==> src/rtl/tft_raster_pkg.sv <==
package tft_raster_pkg;
  // Strobes from the pixel clock control to the raster datapath
  typedef struct packed {
    logic run;      // block enabled; low forces idle
    logic pixTick;  // one system clock at each pixel clock falling edge
  } pix_strobe_t;
endpackage

==> src/rtl/tft_pixclk_ctrl.sv <==
module tft_pixclk_ctrl
  import tft_raster_pkg::*;
#(
  parameter int DIV_W = 8
) (
  input  logic             clk,
  input  logic             rstN,
  input  logic             enable,
  input  logic [DIV_W-1:0] clkDiv,
  output logic             vclk,
  output pix_strobe_t      strobe
);
  logic [DIV_W-1:0] divCnt;
  logic             halfDone;

  assign halfDone = divCnt >= clkDiv;

  always_ff @(posedge clk or negedge rstN) begin
    if (!rstN) begin
      divCnt <= '0;
      vclk   <= 1'b0;
    end else if (!enable) begin
      divCnt <= '0;
      vclk   <= 1'b0;
    end else if (halfDone) begin
      divCnt <= '0;
      vclk   <= ~vclk;
    end else begin
      divCnt <= divCnt + 1'b1;
    end
  end

  always_comb begin
    strobe.run     = enable;
    strobe.pixTick = enable && halfDone && vclk;
  end
endmodule

==> src/rtl/tft_raster_dp.sv <==
module tft_raster_dp
  import tft_raster_pkg::*;
#(
  parameter int ACT_W  = 10,
  parameter int HSPW_W = 8,
  parameter int HBPD_W = 7,
  parameter int HFPD_W = 8,
  parameter int VSPW_W = 6,
  parameter int VBPD_W = 8,
  parameter int VFPD_W = 8
) (
  input  logic              clk,
  input  logic              rstN,
  input  pix_strobe_t       strobe,
  input  logic [ACT_W-1:0]  hActive,
  input  logic [ACT_W-1:0]  vActive,
  input  logic [HSPW_W-1:0] hSyncW,
  input  logic [HBPD_W-1:0] hBack,
  input  logic [HFPD_W-1:0] hFront,
  input  logic [VSPW_W-1:0] vSyncW,
  input  logic [VBPD_W-1:0] vBack,
  input  logic [VFPD_W-1:0] vFront,
  output logic              hSyncAct,
  output logic              vSyncAct,
  output logic              dataEn,
  output logic              lineEnd,
  output logic [ACT_W-1:0]  posX,
  output logic [ACT_W-1:0]  posY,
  output logic              frameStrobe
);
  localparam int HCW = $clog2((1 << HSPW_W) + (1 << HBPD_W) + (1 << ACT_W) + (1 << HFPD_W) + 1);
  localparam int VCW = $clog2((1 << VSPW_W) + (1 << VBPD_W) + (1 << ACT_W) + (1 << VFPD_W) + 1);

  logic [HCW-1:0] hCnt, hSyncEnd, hActStart, hActEnd, hLast;
  logic [VCW-1:0] vCnt, vSyncEnd, vActStart, vActEnd, vLast;
  logic           inH, inV;

  // Span boundaries: each field is count-1, so each span adds field+1
  always_comb begin
    hSyncEnd  = HCW'(hSyncW) + HCW'(1);
    hActStart = hSyncEnd + HCW'(hBack) + HCW'(1);
    hActEnd   = hActStart + HCW'(hActive) + HCW'(1);
    hLast     = hActEnd + HCW'(hFront);
    vSyncEnd  = VCW'(vSyncW) + VCW'(1);
    vActStart = vSyncEnd + VCW'(vBack) + VCW'(1);
    vActEnd   = vActStart + VCW'(vActive) + VCW'(1);
    vLast     = vActEnd + VCW'(vFront);
    inH       = (hCnt >= hActStart) && (hCnt < hActEnd);
    inV       = (vCnt >= vActStart) && (vCnt < vActEnd);
  end

  always_ff @(posedge clk or negedge rstN) begin
    if (!rstN) begin
      hCnt <= '0; vCnt <= '0;
      hSyncAct <= 1'b0; vSyncAct <= 1'b0; dataEn <= 1'b0; lineEnd <= 1'b0;
      posX <= '0; posY <= '0; frameStrobe <= 1'b0;
    end else if (!strobe.run) begin
      hCnt <= '0; vCnt <= '0;
      hSyncAct <= 1'b0; vSyncAct <= 1'b0; dataEn <= 1'b0; lineEnd <= 1'b0;
      posX <= '0; posY <= '0; frameStrobe <= 1'b0;
    end else begin
      frameStrobe <= 1'b0;
      if (strobe.pixTick) begin
        // Present the current position, then step to the next one
        hSyncAct    <= hCnt < hSyncEnd;
        vSyncAct    <= vCnt < vSyncEnd;
        dataEn      <= inH && inV;
        lineEnd     <= (hCnt == hActEnd) && inV;
        posX        <= (inH && inV) ? ACT_W'(hCnt - hActStart) : '0;
        posY        <= (inH && inV) ? ACT_W'(vCnt - vActStart) : '0;
        frameStrobe <= (hCnt == '0) && (vCnt == '0);
        if (hCnt >= hLast) begin
          hCnt <= '0;
          vCnt <= (vCnt >= vLast) ? '0 : vCnt + 1'b1;
        end else begin
          hCnt <= hCnt + 1'b1;
        end
      end
    end
  end
endmodule

==> src/rtl/tft_raster_gen.sv <==
module tft_raster_gen
  import tft_raster_pkg::*;
#(
  parameter int DIV_W  = 8,
  parameter int ACT_W  = 10,
  parameter int HSPW_W = 8,
  parameter int HBPD_W = 7,
  parameter int HFPD_W = 8,
  parameter int VSPW_W = 6,
  parameter int VBPD_W = 8,
  parameter int VFPD_W = 8
) (
  input  logic              clk,
  input  logic              rstN,
  input  logic              enable,
  input  logic [DIV_W-1:0]  clkDiv,
  input  logic [ACT_W-1:0]  hActive,
  input  logic [ACT_W-1:0]  vActive,
  input  logic [HSPW_W-1:0] hSyncW,
  input  logic [HBPD_W-1:0] hBack,
  input  logic [HFPD_W-1:0] hFront,
  input  logic [VSPW_W-1:0] vSyncW,
  input  logic [VBPD_W-1:0] vBack,
  input  logic [VFPD_W-1:0] vFront,
  input  logic              hsyncInv,
  input  logic              vsyncInv,
  output logic              vclk,
  output logic              hsync,
  output logic              vsync,
  output logic              vden,
  output logic              lend,
  output logic [ACT_W-1:0]  pixX,
  output logic [ACT_W-1:0]  pixY,
  output logic              frameStart
);
  pix_strobe_t strobe;
  logic        hSyncAct, vSyncAct;

  tft_pixclk_ctrl #(.DIV_W(DIV_W)) u_ctrl (
    .clk(clk), .rstN(rstN), .enable(enable), .clkDiv(clkDiv),
    .vclk(vclk), .strobe(strobe)
  );

  tft_raster_dp #(
    .ACT_W(ACT_W), .HSPW_W(HSPW_W), .HBPD_W(HBPD_W), .HFPD_W(HFPD_W),
    .VSPW_W(VSPW_W), .VBPD_W(VBPD_W), .VFPD_W(VFPD_W)
  ) u_dp (
    .clk(clk), .rstN(rstN), .strobe(strobe),
    .hActive(hActive), .vActive(vActive),
    .hSyncW(hSyncW), .hBack(hBack), .hFront(hFront),
    .vSyncW(vSyncW), .vBack(vBack), .vFront(vFront),
    .hSyncAct(hSyncAct), .vSyncAct(vSyncAct), .dataEn(vden), .lineEnd(lend),
    .posX(pixX), .posY(pixY), .frameStrobe(frameStart)
  );

  assign hsync = hSyncAct ^ hsyncInv;
  assign vsync = vSyncAct ^ vsyncInv;
endmodule

==> config.mk <==
export PLATFORM = sky130hd
export DESIGN_NAME = tft_raster_gen
export DESIGN_NICKNAME = d
export VERILOG_FILES = /design/src/rtl/tft_raster_pkg.sv /design/src/rtl/tft_pixclk_ctrl.sv /design/src/rtl/tft_raster_dp.sv /design/src/rtl/tft_raster_gen.sv
export SDC_FILE = /design/constraint.sdc
export NUM_CORES = 1
export LEC_CHECK = 0
export CORE_UTILIZATION = 35
export DETAILED_ROUTE_END_ITERATION = 10
export HOLD_SLACK_MARGIN = 0.08
export PLACE_DENSITY = 0.63
export SYNTH_ARGS = -nofsm -noshare
export SYNTH_HDL_FRONTEND = slang
export SYNTH_SLANG_ARGS = --single-unit
==> constraint.sdc <==
create_clock -name clk -period 6.85 [get_ports clk]
set_input_delay 1.0275 -clock clk [delete_from_list [all_inputs] [get_ports clk]]
set_output_delay 1.0275 -clock clk [all_outputs]
set_load 0.1 [all_outputs]
======== After elaboration in Yosys (flattened, before gate mapping) ========
Cells that the tools add are included.
cells by class
  $add $sub $neg .......................... 17
  $lt $le $gt $ge ......................... 9
  eq/ne operators ......................... 4
  muxes and demuxes ....................... 27
  bitwise operators ....................... 3
  reduce and logical (&&, ||, !) cells .... 10
operator list
  cell                     number
  $mux W11                 7
  $add A11 B1 Y11 const B  6
  $mux W10                 6
  $ge A11 B11 Y1           4
  $add A11 B8 Y11          3
  $add A11 B10 Y11         2
  $logic_not A11 Y1        2
  $lt A11 B11 Y1           2
  $sub A10 B10 Y10         2
  $mux W8                  2
  $mux W1                  12
  $add A11 B7 Y11          1
  $eq A11 B11 Y1           1
  $lt A11 B7 Y1            1
  $lt A11 B9 Y1            1
  $add A8 B1 Y9 const B    1
  $add A8 B1 Y8 const B    1
  $ge A8 B8 Y1             1
  $add A6 B1 Y7 const B    1
  $logic_and A1 B1 Y1      7
  $ne A2 B1 Y1 const B     3
  $reduce_and A2 Y1        1
  $xor A1 B1 Y1            2
  $not A1 Y1               1
word-level totals
  flip-flop bits (word level) ............. 56
  input bits .............................. 78
  output and inout bits ................... 26
  logic and storage cells ................. 81

======== Depth between registers and ports, before layout ========
  word-level depth ........................ 11
  depth in mapped cells ................... 29
  depth with buffers taken out ............ 28

======== Hierarchy ========
Synthesis repeated with hierarchy kept, for this count alone.
second synthesis, totals
  cells, all modules ...................... 917
  area, all modules ....................... 7559.8 um2
by module, submodules not included
  module           instances  cells each  area each (um2)  seq. area each (um2)
  tft_raster_dp    1          845         6855.3           1176.1
  tft_pixclk_ctrl  1          70          686.9            225.2
  tft_raster_gen   1          2           17.5             0.0

======== Worst setup path after synthesis ========
Ideal clock, no wire load.
  path kind ............................... in2reg
  from .................................... input port vSyncW[0]
  to ...................................... register u_dp.vCnt[9]
  setup time .............................. 0.087 ns
  arrival ................................. 5.907 ns
  required time ........................... 6.763 ns
  setup slack ............................. 0.856 ns
  cell stages on the path ................. 24
  buffers on the path ..................... 0
  path through ............................ ha_1 -> fa_1 -> a21o_1 -> a21oi_1 -> o21bai_1 -> a21oi_1 -> xnor2_1 -> ha_1 -> a21o_1 -> or4_4 -> and2_4 -> xor2_1 -> ha_1 -> o21ai_0 -> a21oi_1 -> o21bai_2 -> xnor2_1 -> ha_1 -> a21o_1 -> nand2_1 -> nand3b_1 -> a311o_1 -> or4_1 -> o211ai_1
between the ends
  cells in the longest elaborated chain, start to end .. 11
RTL lines
  what                    line                  RTL
  start: declaration      tft_raster_gen.sv:22  input logic [VSPW_W-1:0] vSyncW,
  $add A6 B1 Y7           tft_raster_dp.sv:44   vSyncEnd = VCW'(vSyncW) + VCW'(1);
  $add A11 B8 Y11         tft_raster_dp.sv:45   vActStart = vSyncEnd + VCW'(vBack) + VCW'(1);
  $add A11 B1 Y11         tft_raster_dp.sv:45
  $add A11 B10 Y11        tft_raster_dp.sv:46   vActEnd = vActStart + VCW'(vActive) + VCW'(1);
  $add A11 B1 Y11         tft_raster_dp.sv:46
  $add A11 B8 Y11         tft_raster_dp.sv:47   vLast = vActEnd + VCW'(vFront);
  $ge A11 B11 Y1          tft_raster_dp.sv:74   vCnt <= (vCnt >= vLast) ? '0 : vCnt + 1'b1;
  $mux W11                tft_raster_dp.sv:74
  $mux W11                tft_raster_dp.sv:72   if (hCnt >= hLast) begin
  $mux W11                tft_raster_dp.sv:63   if (strobe.pixTick) begin
  $mux W11                tft_raster_dp.sv:57   end else if (!strobe.run) begin
  end signal: assignment  tft_raster_dp.sv:74
  end: declaration        tft_raster_dp.sv:35   logic [VCW-1:0] vCnt, vSyncEnd, vActStart, vActEnd, vLast;
No other way between the ends. The select of a mux whose other input is x is not followed.
A chain may end at the register's enable or synchronous reset.

======== Final worst setup path ========
  from .................................... input port hSyncW[0]
  to ...................................... register u_dp.hCnt[3]
between the ends
  cells in the longest elaborated chain, start to end .. 10
RTL lines
  what                    line                  RTL
  start: declaration      tft_raster_gen.sv:19  input logic [HSPW_W-1:0] hSyncW,
  $add A8 B1 Y9           tft_raster_dp.sv:40   hSyncEnd = HCW'(hSyncW) + HCW'(1);
  $add A11 B7 Y11         tft_raster_dp.sv:41   hActStart = hSyncEnd + HCW'(hBack) + HCW'(1);
  $add A11 B1 Y11         tft_raster_dp.sv:41
  $add A11 B10 Y11        tft_raster_dp.sv:42   hActEnd = hActStart + HCW'(hActive) + HCW'(1);
  $add A11 B1 Y11         tft_raster_dp.sv:42
  $add A11 B8 Y11         tft_raster_dp.sv:43   hLast = hActEnd + HCW'(hFront);
  $ge A11 B11 Y1          tft_raster_dp.sv:72
  $mux W11                tft_raster_dp.sv:72
  $mux W11                tft_raster_dp.sv:63
  $mux W11                tft_raster_dp.sv:57
  end signal: assignment  tft_raster_dp.sv:76   hCnt <= hCnt + 1'b1;
  end: declaration        tft_raster_dp.sv:34   logic [HCW-1:0] hCnt, hSyncEnd, hActStart, hActEnd, hLast;
No other way between the ends. The select of a mux whose other input is x is not followed.

==> metrics.md <==
| Metric | Value |
|---|---|
| Post-synthesis sequential area ratio | `a little under 20%` |
| Cells after Synth | `approximately 840` |
| Core area | `approximately 20000 um^2` |
| I/O Pins | `about 100` |
| Post-synthesis cell area | `between 7000 and 8000 um^2` |
| Total die area | `about 21000 um^2` |
| Residual DRC | `0` |
| Max Clock Skew | `around 0.012 ns` |
| Initial antenna violation count | `0` |
| GR Util All Layers | `between 15 and 20%` |
| Final hold vios | `0` |
| CTS Sinks | `56` |
| CP dominant cell by count | `ha_1` |
| CTS tree | `done` |
| Synth cell types | `68` |
| R2r setup slk | `approximately 4.0 ns` |
| Final period util | `between 90% and 100%` |
| Crit path depth | `25` |
| Slew HR | `between 30% and 40%` |
| Most common cell after layout, fill and taps aside | `ha_1` |
| Cell family with most CP delay | `compound AO/OA/AOI/OAI gates` |
| Slew Viols, Final | `0` |
| R2R cell count | `10` |
| Slowest cell on the critical path | `or3b_2` |
| Unrepaired setup endpoints after global routing | `true` |
| First-pass GRT wire length | `29500 um` |
| Ys async rst share | `100%` |
| Crit. End Element | `register` |
| Drt initial violations | `approximately 190` |
| RR Endpoint | `u_dp.hCnt[10]` |
| Leakage power | `0.00433 uW` |
| Ant diodes | `0` |
| WL final | `roughly 18000 um` |
| Avg Cell Area, Syn | `8.58 um^2` |
| Final nets | `1190` |
| Total CTS buffers | `5` |
| Initial Util | `approximately 36%` |
| Final setup viols | `0` |
| Reg2Reg Launch Point | `u_ctrl.divCnt[0]` |
| DR vias/cell | `around 5` |
| Critical path type | `primary input to register` |
| Final min period | `between 6 and 7 ns` |
| Post-synth EDFFs | `0` |
| Gpl congestion | `about 0.86` |
| Most frequent cells in the layout | `142 x ha_1, 102 x clkdlybuf4s50_1, 85 x inv_1` |
| Outcome | `complete, no violations` |
| Final Power | `~2200 uW` |
| First drt pass iteration count | `6` |
| # rows | `52` |
| Die Ht | `146 um` |
| Area Overhead vs Synth | `23.6%` |
| Vias | `between 6000 and 7000` |
| Yosys top cell area share | `between 20% and 30%` |
| Setup crit start kind | `primary input` |
| PD cells | `approximately 240 nW/um^2` |
| # H-tree levels | `2` |
| FILL cells | `~2000` |
| Max clock buf depth | `2` |
| Proportion of layout cells with a drive suffix above 1 | `under 10%` |
| Synth top area cells | `ha_1 25%, dfrtp_1 19%, xor2_1 4.7%` |
| Crit-path max FO | `4` |
| Worst setup path startpoint | `hSyncW[0]` |
| Largest net degree at the start of global routing | `57` |
| TNS Setup | `0 ns` |
| Worst skew pair latency | `about 0.3 ns` |
| Peak Freq | `approximately 150 MHz` |
| HPWL after detailed placement | `~15000 um` |
| # port buffers | `a little over 100` |
| Die Span X | `146 um` |
| Post-CTS Hold Buffers | `0` |
| Clk slew on worst S/H paths | `0.08 ns` |
| Total of max-cap violations | `0` |
| Global route overflow | `0` |
| WL/cell | `around 14 um` |
| Req. time, crit path | `7.05 ns` |
| Vias in the first global route | `6139` |
| Seq cells post-synth | `56` |
| Cell accounting for the most synthesized area | `ha_1` |
| Max incr delay on CP | `between 0.4 and 0.5 ns` |
| CP endpoint | `u_dp.hCnt[3]` |
| Max IR drop VDD | `around 0.11 mV` |
| Root Driver | `clkbuf_16` |
| Critical Path AT | `just under 7 ns` |
| Hold Path Class | `register to register` |
| Yosys Warn Count | `0` |
| Slew @ Worst Pin | `1.03 ns` |
| Syn nets | `roughly 1100` |
| CP bufs+invs | `1` |
| Ys flop type | `dfrtp_1` |
| Final ANT Viol Nets | `0` |
==> cell families after synthesis <==
| logic type | count (synthesis) | synth area share, % |
|---|---|---|
| adders and majority gates | 151 | 27.0 |
| muxes | 1 | 0.139 |
| and+or+nand+nor | 232 | 17.2 |
| DFF | 56 | 19.4 |
| AOI/OAI and AO/OA | 231 | 21.9 |
| xor gates and xnor gates | 76 | 9.32 |
| buffers and inverters | 95 | 5.06 |
==> routing by layer <==
metal	GRT usage [%]	wire, um	vias up
li1	-	-	3247
met1	22.4	8420	3000
met2	30.5	8940	74
met3	1.57	389	9
met4	2.16	100	0
met5	0	0	-
==> synth_stat cells, types with 3 or more instances <==
| cell type | count |
|---|---|
| ha_1 | 143 |
| inv_1 | 85 |
| a21oi_1 | 56 |
| dfrtp_1 | 56 |
| o21ai_0 | 54 |
| nor2_1 | 47 |
| nand2_1 | 40 |
| xor2_1 | 39 |
| xnor2_1 | 36 |
| nand2b_1 | 29 |
| a21o_1 | 28 |
| nand3_1 | 23 |
| a22o_1 | 19 |
| nor2b_1 | 18 |
| o21a_1 | 18 |
| and3_1 | 16 |
| nor3_1 | 10 |
| nand4_1 | 9 |
| fa_1 | 8 |
| or2_2 | 8 |
| buf_2 | 7 |
| nor4_1 | 7 |
| o31ai_1 | 7 |
| o211ai_1 | 6 |
| o21bai_1 | 5 |
| a211oi_1 | 4 |
| and2_1 | 4 |
| nor4b_1 | 4 |
| a311o_1 | 3 |
| clkbuf_1 | 3 |
| nand3b_1 | 3 |
==> worst min-delay path by stage <==
stage	from	slack, ns	cells after the start	end
after floorplan	u_dp.vSyncAct	0.47	2	u_dp.vSyncAct
after global placement	u_dp.lineEnd	0.47	2	u_dp.lineEnd
after detailed placement	u_dp.dataEn	0.47	1	u_dp.dataEn
after CTS	u_dp.dataEn	0.49	1	u_dp.dataEn
after global routing	u_dp.dataEn	0.50	1	u_dp.dataEn
final	u_dp.dataEn	0.49	1	u_dp.dataEn
==> final cells by class <==
type,instances,area [um^2],area share [%]
tap,270,338,3.78
timing repair buffer,122,1180,13.2
clock inverter,3,42.5,0.477
multi-input combinational,691,5520,61.8
sequential,56,1400,15.7
inverter,85,319,3.57
clock buffer,5,125,1.40
==> what timing repair did <==
action,4_1_cts,5_1_grt
resized for setup,0,14
buffers inserted,0,4
hold endpoints to repair,0,0
setup endpoints to repair,0,15
==> registers in the layout, summed over array words and instances (netlist names) <==
name / flops
u_ctrl.vclk: 1
u_ctrl.divCnt: 8
u_dp.posY: 10
u_dp.lineEnd: 1
u_dp.posX: 10
u_dp.hCnt: 11
u_dp.vCnt: 11
u_dp.frameStrobe: 1
u_dp.hSyncAct: 1
u_dp.vSyncAct: 1
u_dp.dataEn: 1
==> power breakdown <==
part           internal, uW  switching (uW)  leakage [uW]
Sequential              350            58.4      0.000773
Combinational           695             781       0.00347
Clock                   172             121     0.0000798
Total                  1220             961       0.00433
==> worst reg2reg max path: stages, from the launching register on <==
cell and delay, ns:
dfrtp_1 0.44, inv_1 0.06, ha_1 0.26, nand2b_1 0.18, a2111oi_4 0.43, o32ai_4 0.21
nor2b_2 0.41, buf_4 0.38, nor4_1 0.13, xnor2_1 0.14, a21oi_1 0.12
==> stage by stage <==
step                hold WS (ns)  util [%]  area (um^2)  worst slack [ns]  std cells
floorplan                  0.468         -         7220             0.856        842
global route               0.505      44.1         8930           -0.0375       1232
global placement           0.466      42.8         8670           -0.0483       1220
finish                     0.487      44.1         8930             0.232       1232
detailed placement         0.474      42.8         8670            -0.129       1220
CTS                        0.490      43.7         8830             0.151       1228
Power figures use the tool's default switching activity.
